### src/rtl/cpuclk_pkg.sv
package cpuclk_pkg;

    localparam int CNT_W      = 7;
    localparam int SUB_CYC    = 4;
    localparam int DIV_STAGES = 12;
    localparam int TAP_W      = DIV_STAGES + 1;

    typedef enum logic [1:0] {
        RATE_D4  = 2'd0,
        RATE_D8  = 2'd1,
        RATE_D16 = 2'd2,
        RATE_D64 = 2'd3
    } rate_e;

    typedef enum logic {
        SRC_MAIN = 1'b0,
        SRC_SUB  = 1'b1
    } src_e;

    typedef struct packed {
        rate_e rate;
        src_e  src;
    } clk_cfg_t;

    localparam clk_cfg_t CFG_RESET = '{rate: RATE_D64, src: SRC_MAIN};

    function automatic logic [CNT_W-1:0] cycle_len(clk_cfg_t c);
        if (c.src == SRC_SUB) return CNT_W'(SUB_CYC);
        case (c.rate)
            RATE_D4:  return CNT_W'(4);
            RATE_D8:  return CNT_W'(8);
            RATE_D16: return CNT_W'(16);
            default:  return CNT_W'(64);
        endcase
    endfunction

endpackage

### src/rtl/cpuclk_mcycle.sv
module cpuclk_mcycle
    import cpuclk_pkg::*;
(
    input  logic     clk,
    input  logic     rst,
    input  logic     main_pulse,
    input  logic     sub_tick,
    input  clk_cfg_t cfg_in,
    output logic     mc_end
);

    clk_cfg_t         cfg_q;
    logic [CNT_W-1:0] cnt_q;
    logic [CNT_W-1:0] lim;
    logic             tick;

    always_comb begin
        tick   = (cfg_q.src == SRC_SUB) ? sub_tick : main_pulse;
        lim    = cycle_len(cfg_q);
        mc_end = tick && (cnt_q == lim - 1'b1);
    end

    always_ff @(posedge clk) begin
        if (rst) begin
            cfg_q <= CFG_RESET;
            cnt_q <= '0;
        end else if (tick) begin
            if (mc_end) begin
                cnt_q <= '0;
                cfg_q <= cfg_in;
            end else begin
                cnt_q <= cnt_q + 1'b1;
            end
        end
    end

    AST_CFG_AT_BOUNDARY: assert property (@(posedge clk) disable iff (rst)
        !$past(mc_end) |-> $stable(cfg_q)) else $error("cfg changed mid-cycle");

    AST_COUNT_IN_RANGE: assert property (@(posedge clk) disable iff (rst)
        cnt_q < lim) else $error("cycle count out of range");

endmodule

### src/rtl/cpuclk_divchain.sv
module cpuclk_divchain
    import cpuclk_pkg::*;
#(
    parameter int STAGES = DIV_STAGES
) (
    input  logic          clk,
    input  logic          rst,
    input  logic          main_pulse,
    output logic [STAGES:0] tap
);

    logic [STAGES-1:0] div_q;
    logic [STAGES:0]   tap_n;

    for (genvar k = 0; k <= STAGES; k++) begin : g_tap
        if (k == 0) begin : g_base
            assign tap_n[k] = main_pulse;
        end else begin : g_div
            assign tap_n[k] = main_pulse & (&div_q[k-1:0]);
            AST_TAP_NESTED: assert property (@(posedge clk) disable iff (rst)
                tap[k] |-> tap[k-1]) else $error("tap nesting broken");
        end
    end

    always_ff @(posedge clk) begin
        if (rst) begin
            div_q <= '0;
            tap   <= '0;
        end else begin
            div_q <= div_q + STAGES'(main_pulse);
            tap   <= tap_n;
        end
    end

endmodule

### src/rtl/cpuclk_standby.sv
module cpuclk_standby (
    input  logic clk,
    input  logic rst,
    input  logic halt_req,
    input  logic stop_req,
    input  logic irq_release,
    input  logic bt_wait_release,
    output logic halt_q,
    output logic stop_q,
    output logic wait_q
);

    logic halt_n, stop_n, wait_n;

    always_comb begin
        halt_n = halt_q;
        stop_n = stop_q;
        wait_n = wait_q;
        if (irq_release) begin
            halt_n = 1'b0;
            stop_n = 1'b0;
        end else begin
            if (halt_req) halt_n = 1'b1;
            if (stop_req) stop_n = 1'b1;
        end
        if (bt_wait_release && wait_q) wait_n = 1'b0;
        if (irq_release && stop_q)     wait_n = 1'b1;
    end

    always_ff @(posedge clk) begin
        if (rst) begin
            halt_q <= 1'b0;
            stop_q <= 1'b0;
            wait_q <= 1'b0;
        end else begin
            halt_q <= halt_n;
            stop_q <= stop_n;
            wait_q <= wait_n;
        end
    end

    AST_STOP_EXIT_WAITS: assert property (@(posedge clk) disable iff (rst)
        $fell(stop_q) |-> wait_q) else $error("stop exit skipped wait");

    AST_WAIT_NEEDS_TIMER: assert property (@(posedge clk) disable iff (rst)
        $fell(wait_q) |-> $past(bt_wait_release)) else $error("wait left early");

    AST_HALT_FROM_REQ: assert property (@(posedge clk) disable iff (rst)
        $rose(halt_q) |-> $past(halt_req)) else $error("spurious halt");

endmodule

### src/rtl/cpuclk_ctrl.sv
module cpuclk_ctrl
    import cpuclk_pkg::*;
(
    input  logic             clk,
    input  logic             rst,
    input  logic             main_tick,
    input  logic             sub_tick,
    input  logic [1:0]       rate_sel,
    input  logic             src_sel,
    input  logic             halt_req,
    input  logic             stop_req,
    input  logic             irq_release,
    input  logic             bt_wait_release,
    output logic             cpu_ce,
    output logic [TAP_W-1:0] periph_tap,
    output logic             osc_stop
);

    logic     halt_q, stop_q, wait_q;
    logic     main_pulse;
    logic     mc_end;
    clk_cfg_t cfg_in;

    assign main_pulse = main_tick & ~stop_q;
    assign cfg_in     = '{rate: rate_e'(rate_sel), src: src_e'(src_sel)};
    assign osc_stop   = stop_q;

    cpuclk_standby u_standby (
        .clk             (clk),
        .rst             (rst),
        .halt_req        (halt_req),
        .stop_req        (stop_req),
        .irq_release     (irq_release),
        .bt_wait_release (bt_wait_release),
        .halt_q          (halt_q),
        .stop_q          (stop_q),
        .wait_q          (wait_q)
    );

    cpuclk_mcycle u_mcycle (
        .clk        (clk),
        .rst        (rst),
        .main_pulse (main_pulse),
        .sub_tick   (sub_tick),
        .cfg_in     (cfg_in),
        .mc_end     (mc_end)
    );

    cpuclk_divchain #(.STAGES(DIV_STAGES)) u_div (
        .clk        (clk),
        .rst        (rst),
        .main_pulse (main_pulse),
        .tap        (periph_tap)
    );

    always_ff @(posedge clk) begin
        if (rst) cpu_ce <= 1'b0;
        else     cpu_ce <= mc_end & ~halt_q & ~stop_q & ~wait_q;
    end

    AST_HALT_GATES_CE: assert property (@(posedge clk) disable iff (rst)
        (halt_q && $past(halt_q)) |-> !cpu_ce) else $error("ce during halt");

    AST_STOP_GATES_CE: assert property (@(posedge clk) disable iff (rst)
        (osc_stop && $past(osc_stop)) |-> !cpu_ce) else $error("ce during stop");

    AST_STOP_FREEZES_TAPS: assert property (@(posedge clk) disable iff (rst)
        osc_stop |=> (periph_tap == '0)) else $error("taps moving in stop");

endmodule

### config.mk
export PLATFORM = sky130hd
export DESIGN_NAME = cpuclk_ctrl
export DESIGN_NICKNAME = d
export VERILOG_FILES = /design/src/rtl/cpuclk_pkg.sv /design/src/rtl/cpuclk_mcycle.sv /design/src/rtl/cpuclk_divchain.sv /design/src/rtl/cpuclk_standby.sv /design/src/rtl/cpuclk_ctrl.sv
export SDC_FILE = /design/constraint.sdc
export NUM_CORES = 1
export LEC_CHECK = 0
export BUFFER_PORTS_ARGS = -buffer_cell sky130_fd_sc_hd__buf_2
export CAP_MARGIN = 40
export CELL_PAD_IN_SITES_DETAIL_PLACEMENT = 1
export CELL_PAD_IN_SITES_GLOBAL_PLACEMENT = 1
export CORE_UTILIZATION = 41
export CTS_CLUSTER_DIAMETER = 60
export DETAILED_ROUTE_END_ITERATION = 10
export HOLD_SLACK_MARGIN = 0.08
export PLACE_DENSITY_LB_ADDON = 0.2
export SETUP_SLACK_MARGIN = 0.2
export SYNTH_ARGS = -nofsm -noshare
export SYNTH_HDL_FRONTEND = slang
export SYNTH_SLANG_ARGS = --single-unit
### constraint.sdc
create_clock -name clk -period 2.43 [get_ports clk]
set_input_delay 0.243 -clock clk [delete_from_list [all_inputs] [get_ports clk]]
set_output_delay 0.243 -clock clk [all_outputs]
set_load 0.02 [all_outputs]
==> impl_metrics.tcl <==
set metrics [dict create \
    initial_core_util_pct 43.1 \
    cts_tree "done" \
    ys_warn_count 0 \
    clk_latency_ns 0.29 \
    synth_flop_cell "dfxtp_1" \
    tightestPinTransition_ns 0.599 \
    place_area_um2 1750 \
    ys_seq_area_share_pct 49.1 \
    p_per_area_nw_per_um2 613 \
    grt_max_degree 35 \
    status "complete, no violations" \
    nFillCells 448 \
    avgRoutedWirePerCell_um 13.4 \
    p_int_uw 870 \
    fmax_ghz 0.484 \
    slew_headroom_pct 60.1 \
    ant_nets 0 \
    cp_cell_sequence "o21bai_4 > inv_1 > ha_1 > and4bb_2 > a21oi_1 > xnor2_1 > nor3_4 > buf_4 > mux2i_1" \
    leakagePower_nw 0.769 \
    via_per_inst 4.96 \
    h-tree-depth 2 \
    clockPowerShare_pct 37.5 \
    finalHoldViolCount 0 \
    slew_viol_final 0 \
    routed_wirelength_um 3290 \
    track_usage_pct 18.3 \
    syn_nets 184 \
    synth_area_um2 1590 \
    synth_seq_cells 39 \
    layout_commonest_cell "dfxtp_1" \
    slowest_stage "dfxtp_2" \
    netlist_instances 169 \
    end_kind "register" \
    first_pass_iters 4 \
    startpoint_type "register" \
    min_period_ns 2.07 \
    dieArea_um2 4140 \
    drive_gt1_share_pct 21.2 \
    design_area_um2 1850 \
    synth-simple-area-share_pct 26.8 \
    synthXorXnorAreaFrac_pct 10.5 \
    synthToLayoutAreaGrowth_pct 16.2 \
    synth.area.mux_share_pct 1.89 \
    core_area_um2 3690 \
    routabilityCongestion 0.816 \
    antenna_cells 0 \
    rsz0062_at_grt "no" \
    synth_edf_count 0 \
    root_buffer "clkbuf_8" \
    skew_ns 0.00482 \
    rows 22 \
    avgSynthCellArea_um2 9.42 \
    synth_top_family_by_area "simple AND/OR/NAND/NOR gates" \
    num_vias 1219 \
    combinationalPowerShare_pct 4.5 \
    drt-initial-drc-count 30 \
    dp_hpwl_um 2400 \
    seq_power_share_pct 58.1 \
    maxCapViolations 0 \
    cp_data_arrival_time_ns 2.29 \
    grt_overflow 0 \
    hold_class "input port to register" \
    clock_path_buffers 2 \
    sw_frac_of_total_pct 23.2 \
    antenna_found_initial 0 \
    final_net_count 212 \
    io_buffers 25 \
    ys_async_sr_fraction_pct 0 \
    synthAdderAreaFrac_pct 3.14 \
    fin_util_pct 50.1 \
    ys_types 30 \
    die_x_um 64.3 \
    p_switching_uw 263 \
    synth-compound-area-share_pct 4.87 \
    finalCritPeriodShare_pct 85.0 \
    grt_pass1_vias 1251 \
    peakVddDrop_mv 0.450 \
    max_stage_delay_ns 0.43 \
    die_y_um 64.3 \
    cts.clk_slew.worst_paths_ns 0.07 \
    setup_viol 0 \
    required_ns 2.65 \
    io_pins 26 \
    layout_common_cells "dfxtp_1, buf_2, nor2_1" \
    path_class "register to register" \
    cp_max_fo 10 \
    clock-sinks 39 \
    cts_buffers 5 \
    fin_setup_tns_ns 0 \
    drc 0 \
    grt_pass1_wl_um 5600 \
]
==> cell usage after synthesis, types with 2 or more instances <==
library cell   n  area (µm²)
buf_6          2        22.5
nand2b_1       6        37.5
a21oi_1        3        15.0
inv_1          6        22.5
ha_1           4        50.1
clkbuf_1       4        15.0
mux2i_1        3        30.0
xnor2_1        8        70.1
nand3_1        5        25.0
nor2b_1        4        25.0
nand3b_1       2        15.0
xor2_1        11        96.3
nor2_1        24        90.1
nor3_1        10        50.1
nand4_1        6        37.5
dfxtp_1       39         781
and3_1         6        37.5
nand2_1       11        41.3
and2_1         4        25.0
==> state kept, by name, summed over array words and instances (netlist names) <==
register / count
cpu_ce: 1
u_div.div_q: 12
u_div.tap: 13
u_mcycle.cfg_q: 3
u_mcycle.cnt_q: 7
u_standby.halt_q: 1
u_standby.stop_q: 1
u_standby.wait_q: 1
==> kinds of logic (layout without fill, tap and decap cells) <==
family | after synthesis | count (layout)
AND/OR/NAND/NOR | 83 | 83
XOR/XNOR | 19 | 19
multiplexers | 3 | 3
buffers and inverters | 12 | 41
flip-flops | 39 | 39
AO/OA/AOI/OAI | 9 | 9
adder cells (fa/ha/maj) | 4 | 4
==> power by group through the flow <==
stage / clock, mW / sequential [mW] / combinational, mW
2_1_floorplan: 0 / 0.673 / 0.0297
3_3_place_gp: 0 / 0.672 / 0.0476
3_5_place_dp: 0 / 0.673 / 0.0511
4_1_cts: 0.446 / 0.658 / 0.0513
5_1_grt: 0.470 / 0.659 / 0.0566
6_report: 0.424 / 0.658 / 0.0508
==> timing repair <==
| action | 4_1_cts | 5_1_grt |
|---|---|---|
| cloned | 0 | 0 |
| endpoints found under the setup margin | 9 | 8 |
| buffers inserted | 0 | 1 |
| hold endpoints to repair | 0 | 0 |
| hold buffers | 0 | 0 |
| resized for setup | 3 | 1 |
| pin swaps | 0 | 1 |
==> metrics by stage <==
| step | instances | hold slack (ns) | setup WS (ns) | power (mW) |
|---|---|---|---|---|
| after CTS | 245 | 0.132 | 0.225 | 1.15 |
| after global routing | 246 | 0.141 | 0.223 | 1.19 |
| after global placement | 237 | 0.440 | 0.253 | 0.719 |
| final | 246 | 0.145 | 0.365 | 1.13 |
| after detailed placement | 237 | 0.454 | 0.103 | 0.724 |
| after floorplan | 169 | 0.322 | 0.494 | 0.703 |
==> final timing paths <==
kind                     start           endpoint  slack (ns)  cells after the start
min reg2reg   u_standby.wait_q   u_standby.wait_q        0.49                      2
max          u_mcycle.cfg_q[0]  u_mcycle.cfg_q[0]        0.36                      9
min                irq_release   u_standby.stop_q        0.15                      2
max reg2reg  u_mcycle.cfg_q[0]  u_mcycle.cfg_q[0]        0.36                      9
==> layer usage <==
metal | wire [µm] | GRT usage, % | up-vias | share of wire, %
li1 | - | - | 617 | -
met1 | 1490 | 21.1 | 574 | 45
met2 | 1630 | 30.3 | 23 | 49
met3 | 131 | 6.61 | 5 | 4.0
met4 | 46 | 8.06 | 0 | 1.4
met5 | 0 | 0 | - | 0
==> worst max-delay path, delay by kind of cell, from the launching register on <==
family / cells / cell delay, ns
flip-flops: 1 / 0.43
multiplexers: 1 / 0.18
adder cells (fa/ha/maj): 1 / 0.24
AND/OR/NAND/NOR: 2 / 0.52
buffers and inverters: 2 / 0.25
XOR/XNOR: 1 / 0.17
AO/OA/AOI/OAI: 2 / 0.21
==> area by class of cell <==
class / count / area (µm²) / area share (%)
inverter: 6 / 22.5 / 1.22
tap: 48 / 60.1 / 3.25
multi-input combinational: 118 / 757 / 40.9
sequential: 39 / 785 / 42.4
clock buffer: 6 / 72.6 / 3.92
timing repair buffer: 27 / 140 / 7.58
clock inverter: 2 / 12.5 / 0.677
(Power assumes the default switching activity.)
